[src/rtl/ct_pkg.sv]
package ct_pkg;

  typedef enum logic [1:0] {
    SRC_NONE = 2'd0,
    SRC_TICK = 2'd1,
    SRC_PIN  = 2'd2,
    SRC_NIL  = 2'd3
  } src_e;

  // configuration register, bit 6 down to bit 0
  typedef struct packed {
    logic       full_en;
    logic       low_en;
    logic       xclr_en;
    logic [1:0] div_sel;
    src_e       src;
  } conf_t;

  localparam int unsigned ADR_CONF  = 0;
  localparam int unsigned ADR_EDGE  = 1;
  localparam int unsigned ADR_FLAGS = 2;
  localparam int unsigned ADR_CNT   = 3;
  localparam int unsigned ADR_CAP   = 8;

endpackage

[src/rtl/ct_sync_edge.sv]
module ct_sync_edge (
  input  logic clk,
  input  logic rst_ni,
  input  logic d_i,
  output logic rise_o,
  output logic fall_o
);

  logic [2:0] sh_q, sh_d;

  always_comb begin
    sh_d = {sh_q[1:0], d_i};
  end

  always_ff @(posedge clk or negedge rst_ni) begin
    if (!rst_ni) sh_q <= '0;
    else         sh_q <= sh_d;
  end

  // sh_q[1] is the synchronized level, sh_q[2] its previous value
  assign rise_o = sh_q[1] & ~sh_q[2];
  assign fall_o = ~sh_q[1] & sh_q[2];

endmodule

[src/rtl/ct_prescale.sv]
module ct_prescale #(
  parameter int unsigned TICK_DIV = 12,
  parameter int unsigned DSW      = 2
) (
  input  logic             clk,
  input  logic             rst_ni,
  input  ct_pkg::src_e     src_i,
  input  logic [DSW-1:0]   div_sel_i,
  input  logic             pin_rise_i,
  input  logic             clr_i,
  output logic             inc_o
);
  import ct_pkg::*;

  localparam int unsigned TKW = (TICK_DIV > 1) ? $clog2(TICK_DIV) : 1;
  localparam int unsigned PW  = (1 << DSW) - 1;
  localparam logic [TKW-1:0] TK_LAST = TKW'(TICK_DIV - 1);

  logic [TKW-1:0] tk_q, tk_d;
  logic [PW-1:0]  pc_q, pc_d;
  logic [PW-1:0]  mask;
  logic           tick, ev, full;

  always_comb begin
    tick = (tk_q == TK_LAST);
    tk_d = tick ? '0 : tk_q + TKW'(1);
    ev   = ((src_i == SRC_TICK) && tick) || ((src_i == SRC_PIN) && pin_rise_i);
    mask = ~({PW{1'b1}} << div_sel_i);
    full = ((pc_q & mask) == mask);
    inc_o = ev && full && !clr_i;
    if (clr_i)   pc_d = '0;
    else if (ev) pc_d = full ? '0 : pc_q + PW'(1);
    else         pc_d = pc_q;
  end

  always_ff @(posedge clk or negedge rst_ni) begin
    if (!rst_ni) begin
      tk_q <= '0;
      pc_q <= '0;
    end else begin
      tk_q <= tk_d;
      pc_q <= pc_d;
    end
  end

  AST_PRE_CLEARED: assert property (@(posedge clk) disable iff (!rst_ni)
    clr_i |=> (pc_q == '0));

  AST_PRE_TICK_PERIOD: assert property (@(posedge clk) disable iff (!rst_ni)
    (tk_q == TK_LAST) |=> (tk_q == '0));

endmodule

[src/rtl/ct_capture_ch.sv]
module ct_capture_ch #(
  parameter int unsigned TW = 16
) (
  input  logic          clk,
  input  logic          rst_ni,
  input  logic          rise_i,
  input  logic          fall_i,
  input  logic [1:0]    sel_i,
  input  logic [TW-1:0] cnt_i,
  input  logic          clr_i,
  output logic [TW-1:0] cap_o,
  output logic          flag_o
);

  logic [TW-1:0] cap_q, cap_d;
  logic          flag_q, flag_d;
  logic          hit;

  always_comb begin
    hit    = (rise_i && sel_i[0]) || (fall_i && sel_i[1]);
    cap_d  = hit ? cnt_i : cap_q;
    flag_d = hit || (flag_q && !clr_i);
  end

  always_ff @(posedge clk or negedge rst_ni) begin
    if (!rst_ni) begin
      cap_q  <= '0;
      flag_q <= 1'b0;
    end else begin
      cap_q  <= cap_d;
      flag_q <= flag_d;
    end
  end

  assign cap_o  = cap_q;
  assign flag_o = flag_q;

  AST_CAP_FLAG_CAUSE: assert property (@(posedge clk) disable iff (!rst_ni)
    $rose(flag_q) |-> $past(rise_i || fall_i));

  AST_CAP_NO_SELECT: assert property (@(posedge clk) disable iff (!rst_ni)
    (sel_i == 2'b00) |=> (cap_q == $past(cap_q)));

endmodule

[src/rtl/capt_timer.sv]
module capt_timer #(
  parameter int unsigned TW       = 16,
  parameter int unsigned NCAP     = 4,
  parameter int unsigned DW       = 8,
  parameter int unsigned AW       = 4,
  parameter int unsigned TICK_DIV = 12
) (
  input  logic            clk,
  input  logic            rst_n,
  input  logic            idle,
  input  logic            ext_clk,
  input  logic            ext_clr,
  input  logic [NCAP-1:0] cap_in,
  input  logic            wr_en,
  input  logic [AW-1:0]   addr,
  input  logic [DW-1:0]   wdata,
  output logic [DW-1:0]   rdata,
  output logic [NCAP-1:0] cap_flag,
  output logic [1:0]      ovf_flag,
  output logic            irq
);
  import ct_pkg::*;

  localparam int unsigned NBYTE = TW / DW;
  localparam int unsigned FW    = NCAP + 2;
  localparam int unsigned EW    = 2 * NCAP;
  localparam int unsigned CW    = $bits(conf_t);

  // reset: asserted at once, released after two clocks
  logic [1:0] rs_q;
  logic       rst_i;

  always_ff @(posedge clk or negedge rst_n) begin
    if (!rst_n) rs_q <= '0;
    else        rs_q <= {rs_q[0], 1'b1};
  end
  assign rst_i = rs_q[1];

  // register file state
  conf_t          conf_q, conf_d;
  logic [EW-1:0]  edge_q, edge_d;
  logic [TW-1:0]  cnt_q, cnt_d;
  logic [1:0]     ovf_q, ovf_d;

  logic           wr_conf, wr_edge, wr_flags;
  logic [FW-1:0]  flag_clr;
  logic           conf_chg, xclr_ev, pre_clr, inc;
  logic           low_wrap, full_wrap;
  logic           pin_rise, pin_fall_nc, xclr_rise, xclr_fall_nc;
  logic [NCAP-1:0] c_rise, c_fall;
  logic [TW-1:0]  cap_w [NCAP];

  ct_sync_edge u_pin (
    .clk(clk), .rst_ni(rst_i), .d_i(ext_clk),
    .rise_o(pin_rise), .fall_o(pin_fall_nc)
  );

  ct_sync_edge u_xclr (
    .clk(clk), .rst_ni(rst_i), .d_i(ext_clr),
    .rise_o(xclr_rise), .fall_o(xclr_fall_nc)
  );

  always_comb begin
    wr_conf  = wr_en && (addr == AW'(ADR_CONF));
    wr_edge  = wr_en && (addr == AW'(ADR_EDGE));
    wr_flags = wr_en && (addr == AW'(ADR_FLAGS));
    flag_clr = wr_flags ? wdata[FW-1:0] : '0;
    conf_chg = wr_conf && (wdata[3:0] != {conf_q.div_sel, conf_q.src});
    xclr_ev  = conf_q.xclr_en && xclr_rise;
    pre_clr  = idle || xclr_ev || conf_chg;
  end

  ct_prescale #(.TICK_DIV(TICK_DIV), .DSW(2)) u_pre (
    .clk(clk), .rst_ni(rst_i),
    .src_i(conf_q.src), .div_sel_i(conf_q.div_sel),
    .pin_rise_i(pin_rise), .clr_i(pre_clr), .inc_o(inc)
  );

  // counter, overflow flags and configuration: next state
  always_comb begin
    low_wrap  = inc && (cnt_q[DW-1:0] == {DW{1'b1}});
    full_wrap = inc && (cnt_q == {TW{1'b1}});
    if (idle || xclr_ev) cnt_d = '0;
    else if (inc)        cnt_d = cnt_q + TW'(1);
    else                 cnt_d = cnt_q;
    ovf_d[0] = low_wrap  || (ovf_q[0] && !flag_clr[NCAP]);
    ovf_d[1] = full_wrap || (ovf_q[1] && !flag_clr[NCAP+1]);
    conf_d   = wr_conf ? conf_t'(wdata[CW-1:0]) : conf_q;
    edge_d   = wr_edge ? wdata[EW-1:0] : edge_q;
  end

  always_ff @(posedge clk or negedge rst_i) begin
    if (!rst_i) begin
      conf_q <= '0;
      edge_q <= '0;
      cnt_q  <= '0;
      ovf_q  <= '0;
    end else begin
      conf_q <= conf_d;
      edge_q <= edge_d;
      cnt_q  <= cnt_d;
      ovf_q  <= ovf_d;
    end
  end

  // capture channels
  for (genvar k = 0; k < NCAP; k++) begin : g_ch
    ct_sync_edge u_sync (
      .clk(clk), .rst_ni(rst_i), .d_i(cap_in[k]),
      .rise_o(c_rise[k]), .fall_o(c_fall[k])
    );
    ct_capture_ch #(.TW(TW)) u_ch (
      .clk(clk), .rst_ni(rst_i),
      .rise_i(c_rise[k]), .fall_i(c_fall[k]),
      .sel_i(edge_q[2*k +: 2]), .cnt_i(cnt_q),
      .clr_i(flag_clr[k]),
      .cap_o(cap_w[k]), .flag_o(cap_flag[k])
    );
  end

  // read path: live values, no holding register
  always_comb begin
    rdata = '0;
    if (addr == AW'(ADR_CONF))  rdata = DW'(conf_q);
    if (addr == AW'(ADR_EDGE))  rdata = DW'(edge_q);
    if (addr == AW'(ADR_FLAGS)) rdata = DW'({ovf_q, cap_flag});
    for (int b = 0; b < NBYTE; b++) begin
      if (addr == AW'(ADR_CNT + b)) rdata = cnt_q[b*DW +: DW];
    end
    for (int k = 0; k < NCAP; k++) begin
      for (int b = 0; b < NBYTE; b++) begin
        if (addr == AW'(ADR_CAP + k*NBYTE + b)) rdata = cap_w[k][b*DW +: DW];
      end
    end
  end

  assign ovf_flag = ovf_q;
  assign irq      = (ovf_q[0] && conf_q.low_en) || (ovf_q[1] && conf_q.full_en);

  AST_IDLE_HOLDS_ZERO: assert property (@(posedge clk) disable iff (!rst_i)
    idle |=> (cnt_q == '0));

  AST_COUNT_STEP: assert property (@(posedge clk) disable iff (!rst_i)
    1'b1 |=> ((cnt_q == $past(cnt_q)) || (cnt_q == $past(cnt_q) + TW'(1)) || (cnt_q == '0)));

  AST_FULL_WRAP_FLAG: assert property (@(posedge clk) disable iff (!rst_i)
    full_wrap |=> (ovf_q[1] && ovf_q[0]));

  AST_LOW_FLAG_STICKY: assert property (@(posedge clk) disable iff (!rst_i)
    $fell(ovf_q[0]) |-> $past(wr_en && (addr == AW'(ADR_FLAGS)) && wdata[NCAP]));

  AST_REQ_SOURCE: assert property (@(posedge clk) disable iff (!rst_i)
    irq |-> (ovf_q[0] || ovf_q[1]));

endmodule

[config.mk]
export PLATFORM = sky130hd
export DESIGN_NAME = capt_timer
export DESIGN_NICKNAME = d
export VERILOG_FILES = /design/src/rtl/ct_pkg.sv /design/src/rtl/ct_sync_edge.sv /design/src/rtl/ct_prescale.sv /design/src/rtl/ct_capture_ch.sv /design/src/rtl/capt_timer.sv
export SDC_FILE = /design/constraint.sdc
export NUM_CORES = 1
export LEC_CHECK = 0
export ABC_AREA = 1
export BUFFER_PORTS_ARGS = -buffer_cell sky130_fd_sc_hd__buf_2
export CORE_MARGIN = 2
export CORE_UTILIZATION = 45
export CTS_CLUSTER_DIAMETER = 30
export CTS_CLUSTER_SIZE = 16
export DETAILED_ROUTE_END_ITERATION = 16
export SYNTH_ARGS = -nofsm -noshare
export SYNTH_HDL_FRONTEND = slang
export SYNTH_SLANG_ARGS = --single-unit
[constraint.sdc]
create_clock -name clk -period 5.2 [get_ports clk]
set_input_delay 0.26 -clock clk [delete_from_list [all_inputs] [get_ports clk]]
set_output_delay 0.26 -clock clk [all_outputs]
set_load 0.03 [all_outputs]
==> impl_metrics.json <==
{
  "fin_crit_sh": 0.492,
  "grt_pass1_vias": 4861,
  "power_switching_mw": 0.679,
  "routed_via_density": 5.20,
  "reg2reg_from": "u_pre.tk_q[0]",
  "hp-start": "wdata[4]",
  "hold_end": "conf_q[4]",
  "grt_antenna_before_repair": 0,
  "clockRootBuffer": "clkbuf_16",
  "grt_overflow": 0,
  "dieArea_um2": 14400,
  "clk_pin_slew_worst_paths_ns": 0.06,
  "grtUsageTotal": 0.229,
  "grt_max_degree": 80,
  "antenna_left": 0,
  "p_clk_frac": 0.463,
  "fmax_ghz": 0.391,
  "cts_tree": "yes",
  "drt_iter0_drc": 398,
  "setup_viol": 0,
  "io_pins": 37,
  "core-area_um2": 13200,
  "syn_nets": 746,
  "place_congestion": 0.849,
  "ff2ff_path_depth": 8,
  "syn_inst": 721,
  "cpPeakStageDelay_ns": 0.95,
  "p_seq_frac": 0.442,
  "ys_seq_elements": 128,
  "r2r_end": "cnt_q[1]",
  "yosysTopAreaCell": "dfrtp_1",
  "area_delta_synth_final_pct": 16.5,
  "fin_crit_ns": 2.56,
  "combPwrFrac": 0.095,
  "dr.pass1.iters": 6,
  "die_x_um": 120,
  "critPathCaptureType": "output pin",
  "pwr_density_cell_nw_per_um2": 360,
  "cts_resized": 0,
  "wl_per_cell_um": 15.9,
  "io_buffers": 36,
  "rows": 42,
  "irDropWorstVdd_mv": 0.266,
  "skew_ns": 0.00777,
  "dpl.hpwl_um": 10600,
  "die_y_um": 120,
  "cp_top_family": "simple AND/OR/NAND/NOR gates",
  "grt_pass1_wl_um": 25300,
  "antenna_cells": 0,
  "drv_cap": 0,
  "crit_path_frequent_cell": "nand2_1",
  "status": "finished clean",
  "p_leak_nw": 3.23,
  "place_inst": 914,
  "h-tree-depth": 4,
  "yosysWarnings": 0,
  "finalHoldViolations": 0,
  "crit_arrival_ns": 2.30,
  "crit_path_max_fanout": 20,
  "nets": 789,
  "switching_share": 0.268,
  "cts_sinks": 128,
  "clk_path_buf_depth": 2,
  "path_cells": "buf_2, nor2_1, nand3_1, nand3_1, nor2_1, nand4_1, nand2_1, nand4_1, nand2_1, nand2_1, buf_2",
  "avgSynthCellArea_um2": 8.39,
  "netlist_area_um2": 6050,
  "yosysTopAreaCellShare": 0.530,
  "fin_cells": 953,
  "holdCritPathClass": "in -> reg",
  "cp_slowest_cell": "nor2_1",
  "yosys.cell_count.top_type": "nand2_1",
  "rsz0062_at_grt": "no",
  "path_class": "in -> out",
  "yosysSeqAreaShare": 0.530,
  "critPathBufInv": 2,
  "synth.distinct_cells": 37,
  "drc": 0,
  "synth_edf_count": 0,
  "clock_latency_ns": 0.42,
  "drt-total-wl_um": 15200,
  "maxSlewViolCount": 0,
  "async_reset_ff_frac": 1.00,
  "tightest_slew_ns": 1.26,
  "ys_top_cells_by_count": "199 x nand2_1, 128 x dfrtp_1, 88 x o21ai_0, 71 x inv_1, 47 x nor2_1",
  "synth_ff_type": "dfrtp_1",
  "tns_ns": 0,
  "worst-r2r-setup-slack_ns": 3.05,
  "internal-power_mw": 1.86,
  "numCtsBuffers": 17,
  "min_path_cells": 3,
  "synth_area_leaders": "dfrtp_1 53%, nand2_1 12%, o21ai_0 7.3%",
  "drive_gt1_frac": 0.147,
  "cp-start-kind": "input pin",
  "start_util": 0.459,
  "critical_path_required_ns": 4.94,
  "relSlewSlack": 0.158,
  "vias": 4953
}
stage by stage:
stage	hold slack [ns]	cell area [um2]	setup WS, ns	util	power [mW]
floorplan	-0.0356	6050	1.37	-	1.29
global placement	0.0453	6390	2.73	0.484	1.37
detailed placement	0.0471	6390	2.58	0.484	1.37
CTS	0.0587	7050	2.70	0.534	2.56
global route	0.0704	7050	2.45	0.534	2.64
finish	0.0734	7050	2.64	0.534	2.54
layer usage:
metal  vias to the layer above  part of all wire  global-route usage
met5                         -                 0                   0
met4                         0             0.018              0.0765
met3                        19             0.059              0.0556
met2                       144              0.46               0.348
met1                      2364              0.47               0.323
li1                       2426                 -                   -
logic make-up after synthesis:
group / Yosys count / share of synthesized area
compound gates: 124 / 0.118
xor+xnor: 11 / 0.0159
fa+ha+maj: 3 / 0.00621
buf+inv: 105 / 0.0712
flops: 128 / 0.530
mux: 1 / 0.00186
other cells: 1 / 0.000620
simple gates: 348 / 0.256
worst max-delay path by stage:
| stage | endpoint | cells after the start | startpoint |
|---|---|---|---|
| 2_1_floorplan | cnt_q[0] | 0 | rs_q[1] |
| 3_3_place_gp | cnt_q[1] | 9 | addr[2] |
| 3_5_place_dp | cnt_q[1] | 9 | addr[2] |
| 4_1_cts | rdata[3] | 11 | addr[2] |
| 5_1_grt | rdata[0] | 11 | addr[2] |
| 6_report | rdata[3] | 11 | addr[2] |
tightest hold or removal path, cell delays in order:
cell and delay [ns]:
buf_2 0.09, nand2_1 0.05, o21ai_0 0.06
flip-flops by register name (all words and copies together), names as in the netlist:
register / cells
u_xclr.sh_q: 3
u_pre.pc_q: 3
conf_q: 7
rs_q: 2
cnt_q: 16
g_ch.u_ch.cap_o: 64
g_ch.u_sync.sh_q: 12
edge_q: 8
ovf_flag: 2
u_pre.tk_q: 4
u_pin.sh_q: 3
g_ch.u_ch.flag_o: 4
cell type report:
cell class,count,area (um2)
inverters,81,304
well taps,176,220
flip-flops and latches,128,3210
fillers,1264,6140
repair buffers,48,288
clock inverters,13,138
clock buffers,19,453
multi-input cells,488,2440
placed cells by master, fill, tap and decap left out, drive strengths merged, types with 5 or more instances in the layout:
cell type,netlist,routed
clkinv,0,7
nor3,7,7
clkbuf,15,19
buf,9,41
dfrtp,128,128
nand4,28,28
nor2,53,53
xor2,6,6
xnor2,5,5
or2,9,9
a21oi,5,5
nand3,45,45
inv,81,82
dlygate4sd3,0,7
nand2,202,202
o21ai,106,106
o31ai,5,5
power by group through the flow:
stage | Sequential [mW] | Combinational, mW | Clock (mW)
after detailed placement | 1.14 | 0.235 | 0
after global routing | 1.13 | 0.270 | 1.24
after floorplan | 1.12 | 0.171 | 0
after global placement | 1.14 | 0.230 | 0
final | 1.12 | 0.240 | 1.17
after CTS | 1.12 | 0.241 | 1.20
repair_timing:
item | in CTS | in global routing
endpoints found under the setup margin | 0 | 0
buffers inserted | 0 | 0
hold endpoints to repair | 8 | 0
hold buffers | 7 | 0
No activity file was read; power rests on OpenSTA's default activity.
